## src/rtl/hwr_pkg.sv

```systemverilog
package hwr_pkg;

  typedef enum logic [1:0] {
    RD_ARRAY  = 2'd0,
    RD_STATUS = 2'd1,
    RD_IDENT  = 2'd2
  } rd_mode_e;

  typedef enum logic [1:0] {
    OP_ARRAY  = 2'd0,
    OP_STATUS = 2'd1,
    OP_IDENT  = 2'd2,
    OP_CFG    = 2'd3
  } cmd_op_e;

  function automatic int imax(input int a, input int b);
    return (a > b) ? a : b;
  endfunction

endpackage

```

## src/rtl/hwr_pulse_qual.sv

```systemverilog
module hwr_pulse_qual #(
  parameter int T_RP = 4
) (
  input  logic clk,
  input  logic por_n,
  input  logic pin_rst_n,
  output logic in_rst,
  output logic take,
  output logic rel
);
  localparam int CW = $clog2(T_RP + 1);
  localparam logic [CW-1:0] LAST = CW'(T_RP - 1);

  logic [CW-1:0] lo_cnt;

  assign take = !pin_rst_n && !in_rst && (lo_cnt == LAST);
  assign rel  = in_rst && pin_rst_n;

  always_ff @(posedge clk or negedge por_n) begin
    if (!por_n) begin
      lo_cnt <= '0;
      in_rst <= 1'b0;
    end else begin
      if (pin_rst_n)
        lo_cnt <= '0;
      else if (lo_cnt != LAST)
        lo_cnt <= lo_cnt + 1'b1;
      if (take)
        in_rst <= 1'b1;
      else if (rel)
        in_rst <= 1'b0;
    end
  end

  AST_RISE_FROM_LOW: assert property (@(posedge clk) disable iff (!por_n)
    $rose(in_rst) |-> $past(!pin_rst_n));
  AST_FALL_FROM_HIGH: assert property (@(posedge clk) disable iff (!por_n)
    $fell(in_rst) |-> $past(pin_rst_n));

endmodule

```

## src/rtl/hwr_recovery.sv

```systemverilog
module hwr_recovery
  import hwr_pkg::*;
#(
  parameter int T_SHORT = 6,
  parameter int T_LONG  = 20,
  parameter int T_RH    = 8
) (
  input  logic clk,
  input  logic por_n,
  input  logic take,
  input  logic rel,
  input  logic op_busy,
  output logic ready,
  output logic read_ok
);
  localparam int TMAX = imax(imax(T_SHORT, T_LONG), T_RH);
  localparam int RW   = $clog2(TMAX + 1);
  localparam logic [RW-1:0] SHORT_END = RW'(T_SHORT - 1);
  localparam logic [RW-1:0] LONG_END  = RW'(T_LONG - 1);
  localparam logic [RW-1:0] HOLD_END  = RW'(T_RH - 1);
  localparam logic [RW-1:0] SAT       = RW'(TMAX);

  logic [RW-1:0] rc;
  logic          run, long_q, hold_q;
  logic [RW-1:0] rec_end;

  assign rec_end = long_q ? LONG_END : SHORT_END;
  assign read_ok = ready && hold_q;

  always_ff @(posedge clk or negedge por_n) begin
    if (!por_n) begin
      rc     <= '0;
      run    <= 1'b0;
      long_q <= 1'b0;
      hold_q <= 1'b1;
      ready  <= 1'b1;
    end else if (take) begin
      ready  <= 1'b0;
      hold_q <= 1'b0;
      run    <= 1'b0;
      rc     <= '0;
      long_q <= op_busy;
    end else if (rel) begin
      run <= 1'b1;
      rc  <= '0;
    end else if (run) begin
      if (rc != SAT)       rc     <= rc + 1'b1;
      if (rc == rec_end)   ready  <= 1'b1;
      if (rc == HOLD_END)  hold_q <= 1'b1;
      if (ready && hold_q) run    <= 1'b0;
    end
  end

  // checker counter: edges since the last release
  logic [RW:0] since;
  always_ff @(posedge clk or negedge por_n) begin
    if (!por_n)                    since <= '0;
    else if (rel)                  since <= '0;
    else if (since != (RW+1)'(TMAX)) since <= since + 1'b1;
  end

  AST_SHORT_NOT_EARLY: assert property (@(posedge clk) disable iff (!por_n)
    ($rose(ready) && !long_q) |-> (since >= (RW+1)'(T_SHORT)));
  AST_LONG_NOT_EARLY: assert property (@(posedge clk) disable iff (!por_n)
    ($rose(ready) && long_q) |-> (since >= (RW+1)'(T_LONG)));
  AST_HOLD_NOT_EARLY: assert property (@(posedge clk) disable iff (!por_n)
    $rose(read_ok) |-> (since >= (RW+1)'(T_RH)));

endmodule

```

## src/rtl/hwr_prot_mux.sv

```systemverilog
module hwr_prot_mux #(
  parameter int NSECT = 8
) (
  input  logic             clk,
  input  logic             por_n,
  input  logic             unprot,
  input  logic             wp_n,
  input  logic [NSECT-1:0] prot_mask,
  output logic [NSECT-1:0] eff_mask
);
  localparam logic [NSECT-1:0] BOOT = (NSECT'(1) << (NSECT - 1)) | NSECT'(1);

  for (genvar i = 0; i < NSECT; i++) begin : g_sect
    if (i == 0 || i == NSECT - 1) begin : g_boot
      assign eff_mask[i] = prot_mask[i] && (!unprot || !wp_n);
    end else begin : g_inner
      assign eff_mask[i] = prot_mask[i] && !unprot;
    end
  end

  AST_PLAIN_MASK: assert property (@(posedge clk) disable iff (!por_n)
    !unprot |-> (eff_mask == prot_mask));
  AST_INNER_OPEN: assert property (@(posedge clk) disable iff (!por_n)
    unprot |-> ((eff_mask & ~BOOT) == '0));
  AST_BOOT_HELD: assert property (@(posedge clk) disable iff (!por_n)
    (unprot && !wp_n) |-> ((eff_mask & BOOT) == (prot_mask & BOOT)));

endmodule

```

## src/rtl/hwr_reset_ctrl.sv

```systemverilog
module hwr_reset_ctrl
  import hwr_pkg::*;
#(
  parameter int              NSECT       = 8,
  parameter int              CFG_W       = 4,
  parameter logic [CFG_W-1:0] CFG_DEFAULT = '0,
  parameter int              T_RP        = 4,
  parameter int              T_SHORT     = 6,
  parameter int              T_LONG      = 20,
  parameter int              T_RH        = 8
) (
  input  logic             clk,
  input  logic             por_n,
  input  logic             pin_rst_n,
  input  logic             pin_hv,
  input  logic             wp_n,
  input  logic             op_busy,
  input  logic [NSECT-1:0] prot_mask,
  input  logic             oe_n,
  input  logic             cmd_valid,
  input  logic [1:0]       cmd_op,
  input  logic [CFG_W-1:0] cmd_data,
  output logic             core_rst,
  output logic             ready,
  output logic             read_ok,
  output logic             out_en,
  output logic [1:0]       rd_mode,
  output logic [CFG_W-1:0] cfg_q,
  output logic [NSECT-1:0] eff_mask,
  output logic             unprot
);
  logic     take, rel, cmd_ok;
  rd_mode_e mode_q;

  hwr_pulse_qual #(.T_RP(T_RP)) u_qual (
    .clk(clk), .por_n(por_n), .pin_rst_n(pin_rst_n),
    .in_rst(core_rst), .take(take), .rel(rel)
  );

  hwr_recovery #(.T_SHORT(T_SHORT), .T_LONG(T_LONG), .T_RH(T_RH)) u_rec (
    .clk(clk), .por_n(por_n), .take(take), .rel(rel), .op_busy(op_busy),
    .ready(ready), .read_ok(read_ok)
  );

  assign unprot = pin_hv && pin_rst_n && !core_rst;

  hwr_prot_mux #(.NSECT(NSECT)) u_mux (
    .clk(clk), .por_n(por_n), .unprot(unprot), .wp_n(wp_n),
    .prot_mask(prot_mask), .eff_mask(eff_mask)
  );

  assign cmd_ok  = cmd_valid && ready && !core_rst;
  assign out_en  = !oe_n && !core_rst && read_ok;
  assign rd_mode = mode_q;

  always_ff @(posedge clk or negedge por_n) begin
    if (!por_n) begin
      mode_q <= RD_ARRAY;
      cfg_q  <= CFG_DEFAULT;
    end else if (core_rst) begin
      mode_q <= RD_ARRAY;
      cfg_q  <= CFG_DEFAULT;
    end else if (cmd_ok) begin
      case (cmd_op_e'(cmd_op))
        OP_ARRAY:  mode_q <= RD_ARRAY;
        OP_STATUS: mode_q <= RD_STATUS;
        OP_IDENT:  mode_q <= RD_IDENT;
        OP_CFG:    cfg_q  <= cmd_data;
        default:   mode_q <= RD_ARRAY;
      endcase
    end
  end

  AST_HIZ_IN_RST: assert property (@(posedge clk) disable iff (!por_n)
    core_rst |-> (!out_en && !ready));
  AST_CFG_CLEARED: assert property (@(posedge clk) disable iff (!por_n)
    core_rst |=> (cfg_q == CFG_DEFAULT));
  AST_MODE_ARRAY: assert property (@(posedge clk) disable iff (!por_n)
    core_rst |=> (rd_mode == 2'd0));
  AST_OE_HIZ: assert property (@(posedge clk) disable iff (!por_n)
    oe_n |-> !out_en);
  AST_CFG_FROZEN: assert property (@(posedge clk) disable iff (!por_n)
    (!ready && !core_rst) |=> $stable(cfg_q));

endmodule

```

## config.mk

```make
export PLATFORM = sky130hd
export DESIGN_NAME = hwr_reset_ctrl
export DESIGN_NICKNAME = d
export VERILOG_FILES = /design/src/rtl/hwr_pkg.sv /design/src/rtl/hwr_pulse_qual.sv /design/src/rtl/hwr_recovery.sv /design/src/rtl/hwr_prot_mux.sv /design/src/rtl/hwr_reset_ctrl.sv
export SDC_FILE = /design/constraint.sdc
export NUM_CORES = 1
export LEC_CHECK = 0
export BUFFER_PORTS_ARGS = -buffer_cell sky130_fd_sc_hd__buf_4
export CORE_MARGIN = 5
export CORE_UTILIZATION = 51
export CTS_CLUSTER_SIZE = 30
export DETAILED_ROUTE_END_ITERATION = 16
export PLACE_DENSITY = 0.83
export SLEW_MARGIN = 40
export SYNTH_ARGS = -nofsm -noshare
export SYNTH_HDL_FRONTEND = slang
export SYNTH_HIERARCHICAL = 1
export SYNTH_SLANG_ARGS = --single-unit
```

## constraint.sdc

```tcl
create_clock -name clk -period 5 [get_ports clk]
set_clock_uncertainty 0.2 [all_clocks]
set_input_delay 0.5 -clock clk [delete_from_list [all_inputs] [get_ports clk]]
set_output_delay 0.5 -clock clk [all_outputs]
set_load 0.02 [all_outputs]
```

# == Word level (Yosys, flattened, before mapping) ==
# Index checks and enable logic that the tools add are counted.
# totals
input_bits,22
output_inout_bits,19
elab_cells,87
reg_bits,19
# op_classes
muxes,27
add_sub_neg,2
eq_ne,9
reduce_logical,40
# op_table
op,n
2-to-1 mux 5 bit,5
logical AND 1 bit,18
2-to-1 mux 1 bit,14
nonzero test 2 bit,7
2-to-1 mux 4 bit,3
2-to-1 mux 3 bit,2
one-hot mux 2 bit (3 select lines),1
AND reduction 2 bit,3
AND reduction 3 bit,2
nonzero test 3 bit,2
"adder 5 x 1 -> 5 bit, second input constant",1
"== test 5 x 3 -> 1 bit, second input constant",1
== test 5 bit,1
logical NOT 1 bit,5
"!= test 5 bit, second input constant",1
"== test 2 bit, second input constant",2
2-to-1 mux 2 bit,2
nonzero test 4 bit,1
"adder 3 x 1 -> 3 bit, second input constant",1
"== test 3 x 2 -> 1 bit, second input constant",1
"!= test 3 x 2 -> 1 bit, second input constant",1
"== test 2 x 1 -> 1 bit, second input constant",1
logical NOT 2 bit,1
"!= test 2 bit, second input constant",1
logical OR 1 bit,1

# == Depth between registers and ports, before layout ==
# Gate-level depths: netlist of run 1.
# depth
ltp_word,6
ltp_mapped,6
mapped_depth_nobuf,6

# == Hierarchy ==
# The synthesis of run 1 kept the hierarchy.
# by_module_without_submodules
mod,seq_area_each_um2,area_per_inst_um2,cells_each,n_inst
hwr_recovery,227.7,498.0,49,1
hwr_reset_ctrl,150.1,324.1,29,1
hwr_pulse_qual,100.1,190.2,17,1
hwr_prot_mux,0.0,52.6,8,1

# == Worst setup path before layout of run 1 ==
# OpenSTA, ideal clock, no wires.
# synth_timing
path_kind,flip-flop to flip-flop
startpoint,register u_qual.lo_cnt[0]
endpoint,register u_rec.rc[3]
arrival_ns,1.815
synth_period_minus_slack_ns,2.134
t_required_ns,4.680
stages_incl_launch_ff,7
setup_slack_ns,2.866
path_buffers,0
setup_ns,0.120
path_cell_list,dfrtp_1 -> ha_1 -> ha_1 -> nor3b_1 -> nor2_1 -> nor4b_2 -> a31o_1
# synth_via
elab_chain_cells,4
# synth_rtl
item,line,source
start: declaration,hwr_pulse_qual.sv:14,logic [CW-1:0] lo_cnt;
start signal: assignment,hwr_pulse_qual.sv:27,lo_cnt <= lo_cnt + 1'b1;
== test 3 x 2 -> 1 bit *,hwr_pulse_qual.sv:16,assign take = !pin_rst_n && !in_rst && (lo_cnt == LAST);
logical AND 1 bit *,hwr_pulse_qual.sv:16,
named net take,hwr_reset_ctrl.sv:32,"logic take, rel, cmd_ok;"
nonzero test 3 bit (no line),--,
AND reduction 2 bit (no line),--,
end signal: assignment,hwr_recovery.sv:47,if (rc != SAT) rc <= rc + 1'b1;
end: declaration,hwr_recovery.sv:23,logic [RW-1:0] rc;
# The timed path passes the listed nets; every way through them passes the cells marked *.
# A chain may end at the register's enable or synchronous reset.

# == Worst setup path after layout of run 1 ==
# layout_timing
startpoint,register u_qual.in_rst
endpoint,output eff_mask[0]
# layout_via
elab_chain_cells,5
# layout_rtl
item,line,source
start: declaration,hwr_pulse_qual.sv:7,"output logic in_rst,"
start signal: assignment,hwr_pulse_qual.sv:22,in_rst <= 1'b0;
start signal: assignment,hwr_pulse_qual.sv:29,in_rst <= 1'b1;
start signal: assignment,hwr_pulse_qual.sv:31,in_rst <= 1'b0;
logical NOT 1 bit,hwr_reset_ctrl.sv:45,assign unprot = pin_hv && pin_rst_n && !core_rst;
logical AND 1 bit,hwr_reset_ctrl.sv:45,
logical NOT 1 bit,hwr_prot_mux.sv:15,assign eff_mask[i] = prot_mask[i] && (!unprot || !wp_n);
logical OR 1 bit,hwr_prot_mux.sv:15,
logical AND 1 bit,hwr_prot_mux.sv:15,
end: declaration,hwr_reset_ctrl.sv:29,"output logic [NSECT-1:0] eff_mask,"
# No other way between the ends.

==> results of run 1 <==
[cells by family after synthesis]
group	Yosys count	synth area share, %
AOI/OAI and AO/OA	15	9.87
xor gates and xnor gates	2	1.65
adders and majority gates	4	4.70
buffers and inverters	13	5.64
DFF	19	44.9
muxes	6	5.76
and+or+nand+nor	44	27.5
[sequential cells by signal, indices dropped and copies added (netlist names), 2 cells and up]
| register | flops |
|---|---|
| cfg_q | 4 |
| u_qual/lo_cnt | 3 |
| u_rec/rc | 5 |
| rd_mode | 2 |
[per-layer routing]
layer | up-vias | track usage (%)
li1 | 438 | -
met1 | 413 | 19.3
met2 | 45 | 26.7
met3 | 4 | 5.80
met4 | 0 | 6.60
met5 | - | 0
[power by group]
group / internal [uW] / leakage [uW] / switching, uW
clock network: 31.0 / 0.0000150 / 43.7
logic: 129 / 0.000432 / 139
registers: 221 / 0.000240 / 68.6
total: 381 / 0.000687 / 251
[layout make-up]
class / count / area [um^2]
Fill cell: 151 / 568
Timing Repair Buffer: 41 / 310
Multi-Input combinational cell: 71 / 532
Sequential cell: 19 / 478
Inverter: 9 / 33.8
Tap cell: 27 / 33.8
Clock buffer: 4 / 26.3
[critical path, delay by kind of cell, from the launching register on]
kind | cells | cell delay [ns]
buffers and inverters | 2 | 0.29
and+or+nand+nor | 1 | 0.26
AOI/OAI and AO/OA | 1 | 0.17
DFF | 1 | 0.58
[per-stage QoR]
stage               util (%)  setup slack, ns  area, um^2  hold slack (ns)  std cells
detailed placement      69.3             2.59        1370            0.183        166
finish                  71.3             2.72        1410            0.206        171
CTS                     71.1             2.57        1410            0.185        171
floorplan                  -             2.87        1060          0.00441        103
global route            71.3             2.53        1410            0.189        171
global placement        69.3             2.69        1370            0.179        166
[what timing repair did]
| action | in CTS | in global routing |
|---|---|---|
| hold endpoints to repair | 17 | 0 |
| hold buffers | 1 | 0 |
| setup endpoints to repair | 0 | 0 |
| resized for setup | 0 | 0 |
[cells in the final DEF (no fill, tap or decap), types with 3 or more instances in the layout]
master and n:
buf_4 40, dfrtp_1 17, inv_1 9, nand2b_1 8, nor2b_1 7, nor2_1 7, mux2i_1 5, ha_1 4
clkbuf_4 3, a21oi_1 3
[worst max path at each step]
stage                         endpoint  slack [ns]  cells past startpoint
6_report                   eff_mask[0]        2.72                      4
5_1_grt                    eff_mask[0]        2.53                      4
4_1_cts        u_rec/rc[3]$_DFFE_PN0P_        2.57                      6
3_5_place_dp   u_rec/rc[3]$_DFFE_PN0P_        2.59                      6
3_3_place_gp   u_rec/rc[3]$_DFFE_PN0P_        2.69                      6
2_1_floorplan  u_rec/rc[3]$_DFFE_PN0P_        2.87                      6
==> flow_metrics.tcl, run 1 <==
set metrics [dict create \
    status "completed" \
    wl_met2_um 1220 \
    num_rows 16 \
    cap_viol_max_count 0 \
    dpl.hpwl_um 1900 \
    numCtsBuffers 3 \
    tightest_slew_ns 0.467 \
    grt_pass1_wl_um 4130 \
    core_area_um2 1980 \
    clk_pin_slew_ns 0.10 \
    htree_levels 1 \
    path_cells "inv_1 -> and3_1 -> a21boi_1 -> buf_4" \
    die_w_um 55.7 \
    synth_edf_count 0 \
    postRouteAntennaNets 0 \
    highest_layer "met4" \
    peakVddDrop_mv 0.284 \
    worstSetupStartpointType "flip-flop" \
    fin_crit_ns 2.28 \
    yosysUniqueCellTypes 39 \
    cts_sinks 19 \
    grt_max_degree 20 \
    synthArstFlopShare_pct 100 \
    fmax_mhz 438 \
    die_area_um2 3100 \
    drt_pass1_iterations 4 \
    reg2reg_slack_ns 2.90 \
    fin_crit_sh_pct 45.7 \
    io_pins 41 \
    syn_inst 103 \
    drcViolationCount 0 \
    r2r_end "u_rec/rc[3]$_DFFE_PN0P_" \
    met1Wirelength_um 1010 \
    fin_tns_setup_ns 0 \
    ctsRootBufferMaster "clkbuf_4" \
    diodes 0 \
    vias 900 \
    powerDensity_nw_per_um2 447 \
    layout-drive-gt1-share_pct 36.1 \
    place_congestion 0.911 \
    synth_common_cells "17 x dfrtp_1, 9 x inv_1, 8 x nand2b_1" \
    yosysSeqAreaShare_pct 44.9 \
    synth_flop_cell "dfrtp_1" \
    hp-start "pin_rst_n" \
    synthDominantCellAreaShare_pct 40.0 \
    overflow 0 \
    critPathMaxFanout 15 \
    portBuffers 40 \
    maxSlewViolCount 0 \
    synth_nets 129 \
    syn-cell-area_um2 1060 \
    cp_slowest_stage_delay_ns 0.58 \
    holdPathStages 2 \
    die_y_um 55.7 \
    r2r_cells 6 \
    synth_most_common_cell "dfrtp_1" \
    area_delta_synth_final_pct 32.8 \
    track_usage_pct 16.3 \
    nets 171 \
    finalPower_uw 632 \
    setup_viol 0 \
    syn_avg_cell_area_um2 10.3 \
    cts_buffer_depth 2 \
    yosys_warnings 6 \
    cp_data_arrival_time_ns 1.58 \
    yosysTopAreaCell "dfrtp_1" \
    crit_required_ns 4.30 \
    cp-end-kind "primary output" \
    worst_path_max_delay_cell "dfrtp_1" \
    r2r-start "u_qual/lo_cnt[0]$_DFFE_PN0P_" \
    synth.area.top_cells "dfrtp_1 40%, dfstp_2 4.9%, ha_1 4.7%, mux2i_1 4.7%, nand2b_1 4.7%" \
    clk_latency_ns 0.29 \
    maxSlewHeadroom_pct 68.7 \
    start_util_pct 53.7 \
    post_cts_buffers 0 \
    drt_iter0_markers 30 \
    tritoncts "done" \
    routed_wl_um 2440 \
    min_path_type "in2reg" \
    power_leakage_uw 0.000687 \
    hold_viol 0 \
    viasPerCell 5.26 \
    synth_seq_cells 19 \
    hold_end "u_qual/in_rst$_DFFE_PN0P_" \
    route.met3.wl_um 193 \
    antenna_found_initial 0 \
    critPathKind "reg2out" \
    grt_pass1_vias 890 \
    crit_start "u_qual/in_rst$_DFFE_PN0P_" \
    wl_per_cell_um 14.3 \
    rsz0062_at_grt "no" \
]
No activity file was read; power rests on OpenSTA's default activity.
==> run 2: changes to the inputs <==
--- a/config.mk
+++ b/config.mk
@@ -7,10 +7,10 @@
 export LEC_CHECK = 0
 export BUFFER_PORTS_ARGS = -buffer_cell sky130_fd_sc_hd__buf_4
 export CORE_MARGIN = 5
-export CORE_UTILIZATION = 51
+export CORE_UTILIZATION = 43
 export CTS_CLUSTER_SIZE = 30
 export DETAILED_ROUTE_END_ITERATION = 16
-export PLACE_DENSITY = 0.83
+export PLACE_DENSITY = 0.74
 export SLEW_MARGIN = 40
 export SYNTH_ARGS = -nofsm -noshare
 export SYNTH_HDL_FRONTEND = slang
==> constraint.sdc (replaced) <==
create_clock -name clk -period 2 [get_ports clk]
set_clock_uncertainty 0.2 [all_clocks]
set_input_delay 0.2 -clock clk [delete_from_list [all_inputs] [get_ports clk]]
set_output_delay 0.2 -clock clk [all_outputs]
set_load 0.02 [all_outputs]
==> run 2 against run 1 <==
Design area grew 5.2%. First-iteration DRC count rose by 3.3%. Worst hold slack lost 0.18 ns. Routed wire length rose by 3.4%. Utilization is 10 points lower. Die area up 15%. Sequential share of layout area is 1.6 points lower. Non-clock buffer count increased by 7. Count of clock-buffer cells in the layout unchanged. Sequential power grew 150%.
==> flow_metrics.tcl, run 2 (synthesized netlist as in run 1, its figures left out) <==
set metrics [dict create \
    status "completed" \
    die_w_um 59.8 \
    n_fill_cell 212 \
    hold_viol 0 \
    fin_crit_sh_pct 93.8 \
    place_congestion 0.829 \
    crit_path_end "eff_mask[0]" \
    worstSetupStartpointType "input pin" \
    critPathMaxFanout 9 \
    layout-drive-gt1-share_pct 36.4 \
    grt_max_degree 20 \
    htree_levels 1 \
    reg.largest.list "u_rec/rc: 5 flops, cfg_q: 4 flops, u_qual/lo_cnt: 3 flops" \
    fin_hold_ws_ns 0.0283 \
    area_delta_synth_final_pct 39.7 \
    clk_latency_ns 0.28 \
    powerDensity_nw_per_um2 1070 \
    wl_per_cell_um 13.9 \
    vias 946 \
    r2r_cells 6 \
    top_register "u_rec/rc" \
    die_area_um2 3570 \
    tritoncts "done" \
    postRouteAntennaNets 0 \
    maxSlewViolCount 0 \
    ctsRootBufferMaster "clkbuf_4" \
    die_y_um 59.8 \
    r2r-start "u_qual/lo_cnt[0]$_DFFE_PN0P_" \
    peakVddDrop_mv 0.725 \
    critPathKind "in2out" \
    finalPower_uw 1590 \
    start_util_pct 43.8 \
    cp-end-kind "primary output" \
    fin_crit_ns 1.88 \
    grt_pass1_wl_um 4080 \
    clk_pin_slew_ns 0.10 \
    core_area_um2 2430 \
    power_leakage_uw 0.000716 \
    final_common_cell "buf_4" \
    antenna_found_initial 0 \
    tightest_slew_ns 0.285 \
    io_pins 41 \
    maxSlewHeadroom_pct 80.8 \
    drt_pass1_iterations 4 \
    cap_viol_max_count 0 \
    fin_ws_ns 0.124 \
    portBuffers 40 \
    layout_common_cells "41 x buf_4, 16 x dfrtp_1, 9 x inv_1" \
    reg2reg_slack_ns 0.14 \
    layout.cells.non_filler 181 \
    drcViolationCount 0 \
    fin_tns_setup_ns 0 \
    post_cts_buffers 0 \
    r2r_end "u_rec/rc[3]$_DFFE_PN0P_" \
    viasPerCell 5.23 \
    cts_buffer_depth 2 \
    dp_cells 170 \
    min_path_type "in2reg" \
    drt_iter0_markers 31 \
    routed_wl_um 2520 \
    dp_slack_ns 0.158 \
    num_rows 18 \
    fmax_mhz 533 \
    overflow 0 \
    track_usage_pct 14.8 \
    nets 178 \
    dpl.hpwl_um 1950 \
    rsz0062_at_grt "no" \
    setup_viol 0 \
    crit_required_ns 1.60 \
    numCtsBuffers 3 \
    crit_start "pin_rst_n" \
    cts_sinks 19 \
    diodes 0 \
    largest_reg_flops 5 \
    grt_pass1_vias 922 \
    cp_data_arrival_time_ns 1.48 \
]
==> run 2: cell types whose count changed in the layout (fill, tap and decap cells not counted) <==
cell	delta
buf_4	+1
and3_2	+1
dfrtp_1	-1
dlygate4sd3_1	+6
dfrtp_2	+1
and3_1	-1
==> run 2: repair_timing <==
| item | 4_1_cts | 5_1_grt |
|---|---|---|
| resized for setup | 1 | 1 |
| setup endpoints to repair | 1 | 1 |
| gates cloned | 0 | 0 |
| hold buffers | 7 | 0 |
| endpoints found under the hold margin | 28 | 0 |
==> run 2: through the flow <==
step           util (%)  instance area (um^2)
3_3_place_gp       57.1                  1390
4_1_cts            61.1                  1490
6_report           61.2                  1490
2_1_floorplan         -                  1070
3_5_place_dp       57.1                  1390
5_1_grt            61.2                  1490
==> run 2: layout make-up <==
class / instances / area (um^2) / share of cell area [%]
Clock buffer: 4 / 26.3 / 1.77
Inverter: 9 / 33.8 / 2.27
Multi-Input combinational cell: 71 / 533 / 35.8
Sequential cell: 19 / 479 / 32.2
Tap cell: 30 / 37.5 / 2.52
Timing Repair Buffer: 48 / 378 / 25.4
==> run 2: layer usage <==
layer  up-vias  wire length, um  track usage [%]
met5         -                0                0
met1       444              989             19.0
met2        46             1190             24.8
met3         2              333             3.02
li1        454                -                -
met4         0               15             4.75
==> run 2: power by group <==
group	switching, uW	total (uW)	internal [uW]
logic	352	686	334
registers	166	719	552
clock network	106	183	77.4
==> run 2: worst max-delay path: stages <==
cell and delay [ns]:
dlygate4sd3_1 0.54, buf_4 0.16, and3_2 0.26, a21boi_1 0.15, buf_4 0.16
==> run 2: worst min-delay path by stage <==
stage / endpoint / slack [ns] / from / cells past startpoint
4_1_cts: rd_mode[0]$_DFFE_PN0P_ / 0.03 / cmd_op[1] / 3
2_1_floorplan: cfg_q[0]$_DFFE_PN0P_ / -0.30 / por_n / 0
5_1_grt: rd_mode[0]$_DFFE_PN0P_ / 0.06 / cmd_op[1] / 3
6_report: rd_mode[0]$_DFFE_PN0P_ / 0.03 / cmd_op[1] / 3
3_5_place_dp: cfg_q[3]$_DFFE_PN0P_ / -0.12 / por_n / 1
3_3_place_gp: cfg_q[3]$_DFFE_PN0P_ / -0.12 / por_n / 1
==> run 3: changes to the inputs <==
--- a/config.mk
+++ b/config.mk
@@ -6,6 +6,7 @@
 export NUM_CORES = 1
 export LEC_CHECK = 0
 export BUFFER_PORTS_ARGS = -buffer_cell sky130_fd_sc_hd__buf_4
+export CORE_ASPECT_RATIO = 1.4
 export CORE_MARGIN = 5
 export CORE_UTILIZATION = 43
 export CTS_CLUSTER_SIZE = 30
==> run 3 against run 2 <==
Sequential power is 0.7% lower. Fmax is 1.7% lower. Utilization is 2.0 points higher. Routed wire length is 0.36% higher. Register-to-register slack hardly changed. Worst hold slack worse by 0.011 ns. Worst setup slack worse by 0.032 ns. Sequential cell count stayed put. Via count is 0.74% higher. Sequential share of layout area is 0.56 points lower. Final cell count is 3.3% higher. Largest power group unchanged. Largest cell class unchanged. Global-route usage is 0.93 points higher. Critical path type unchanged.
==> flow_metrics.tcl, run 3 (synthesized netlist as in run 1, its figures left out) <==
set metrics [dict create \
    status "completed" \
    maxSlewViolCount 0 \
    layout-drive-gt1-share_pct 35.9 \
    final_area_um2 1510 \
    layout.cells.non_filler 187 \
    postRouteAntennaNets 0 \
    post_cts_buffers 0 \
    overflow 0 \
    power_leakage_uw 0.000728 \
    nets 180 \
    drt_pass1_iterations 4 \
    htree_levels 1 \
    viasPerCell 5.10 \
    dpl.hpwl_um 1950 \
    layout_common_cells "42 x buf_4, 17 x dfrtp_1, 9 x inv_1" \
    drcViolationCount 0 \
    combinationalPowerShare_pct 43.2 \
    switchingPower_uw 625 \
    diodes 0 \
    clk_latency_ns 0.29 \
    seqPwrFrac_pct 44.9 \
    grt_pass1_vias 940 \
    fmax_mhz 524 \
    critPathMaxFanout 9 \
    routed_wl_um 2530 \
    fin_crit_ns 1.91 \
    dp_cells 175 \
    cts_sinks 19 \
    tritoncts "done" \
    cap_viol_max_count 0 \
    cts_buffer_depth 2 \
    area_delta_synth_final_pct 41.8 \
    cp-end-kind "primary output" \
    fin_tns_setup_ns 0 \
    worstSetupStartpointType "input pin" \
    crit_required_ns 1.60 \
    peakVddDrop_mv 0.650 \
    tightest_slew_ns 0.295 \
    vias 953 \
    n_fill_cell 187 \
    antenna_found_initial 0 \
    cp_data_arrival_time_ns 1.51 \
    die_y_um 68.9 \
    setup_viol 0 \
    reg.largest.list "u_rec/rc: 5 flops, cfg_q: 4 flops, u_qual/lo_cnt: 3 flops" \
    p_int_uw 967 \
    min_path_type "in2reg" \
    placed_cell_area_um2 1400 \
    fin_util_pct 63.2 \
    largest_reg_flops 5 \
    place_congestion 0.871 \
    start_util_pct 44.5 \
    numCtsBuffers 3 \
    fin_crit_sh_pct 95.4 \
    clk_pin_slew_ns 0.11 \
    top_register "u_rec/rc" \
    clkPwrFrac_pct 11.9 \
    maxSlewHeadroom_pct 80.4 \
    core_area_um2 2390 \
    grt_pass1_wl_um 4190 \
    grt_max_degree 20 \
    die_w_um 52.1 \
    final_common_cell "buf_4" \
    die_area_um2 3590 \
    wl_per_cell_um 13.5 \
    swShare_pct 39.3 \
    portBuffers 40 \
    powerDensity_nw_per_um2 1050 \
    critPathKind "in2out" \
    drt_iter0_markers 3 \
    track_usage_pct 15.8 \
    io_pins 41 \
    rsz0062_at_grt "no" \
    num_rows 21 \
    ctsRootBufferMaster "clkbuf_4" \
    hold_viol 0 \
]
## run 3: cell count changes in the layout (fill, tap and decap cells not counted), sizes merged
cell / previous run / this run
buf: 41 / 42
dlygate4sd3: 7 / 8
## run 3: critical path: stages
cell	delay, ns
dlygate4sd3_1	0.54
buf_4	0.16
and3_1	0.26
nor2b_1	0.18
buf_4	0.16
## run 3: power groups by stage
stage | logic, uW | clock network (uW) | registers (uW)
after floorplan | 394 | 0 | 735
after global placement | 660 | 0 | 711
after detailed placement | 684 | 0 | 715
after CTS | 699 | 197 | 708
after global routing | 771 | 220 | 737
final | 688 | 190 | 714
## run 3: layer usage
metal | vias to the layer above | part of all wire [%] | track usage [%]
li1 | 457 | - | -
met1 | 453 | 38 | 16.9
met2 | 39 | 50 | 29.4
met3 | 4 | 11 | 3.87
met4 | 0 | 1.0 | 5.90
met5 | - | 0 | 0
## run 3: layout make-up
cell class                 count  area [um^2]  area share, %
clock buffer                   4         26.3           1.74
inverter                       9         33.8           2.24
timing repair buffer          50          395           26.2
sequential                    19          478           31.6
tap                           34         42.5           2.82
multi-input combinational     71          534           35.4
## run 3: final timing paths
path,start,end,slack (ns),cells past startpoint
max,pin_rst_n,eff_mask[1],0.09,5
min,cmd_valid,rd_mode[0]$_DFFE_PN0P_,0.02,3
max reg2reg,u_qual/lo_cnt[0]$_DFFE_PN0P_,u_rec/rc[3]$_DFFE_PN0P_,0.14,6
min reg2reg,u_rec/ready$_DFFE_PN1P_,u_rec/ready$_DFFE_PN1P_,0.31,2
max in group asynchronous,por_n,u_rec/hold_q$_DFFE_PN1P_,1.23,2
min in group asynchronous,por_n,cfg_q[3]$_DFFE_PN0P_,0.11,2
## run 3: stage by stage
stage | total power, uW | setup slack (ns) | hold WS, ns
after floorplan | 1130 | 0.110 | -0.296
after global placement | 1370 | 0.218 | -0.119
after detailed placement | 1400 | 0.105 | -0.112
after CTS | 1600 | 0.0783 | 0.00995
after global routing | 1730 | 0.0208 | 0.00584
final | 1590 | 0.0923 | 0.0169
## run 3: what timing repair did
item | in CTS | in global routing
resized for setup | 0 | 1
hold buffers | 8 | 0
endpoints found under the setup margin | 0 | 1
endpoints found under the hold margin | 29 | 0
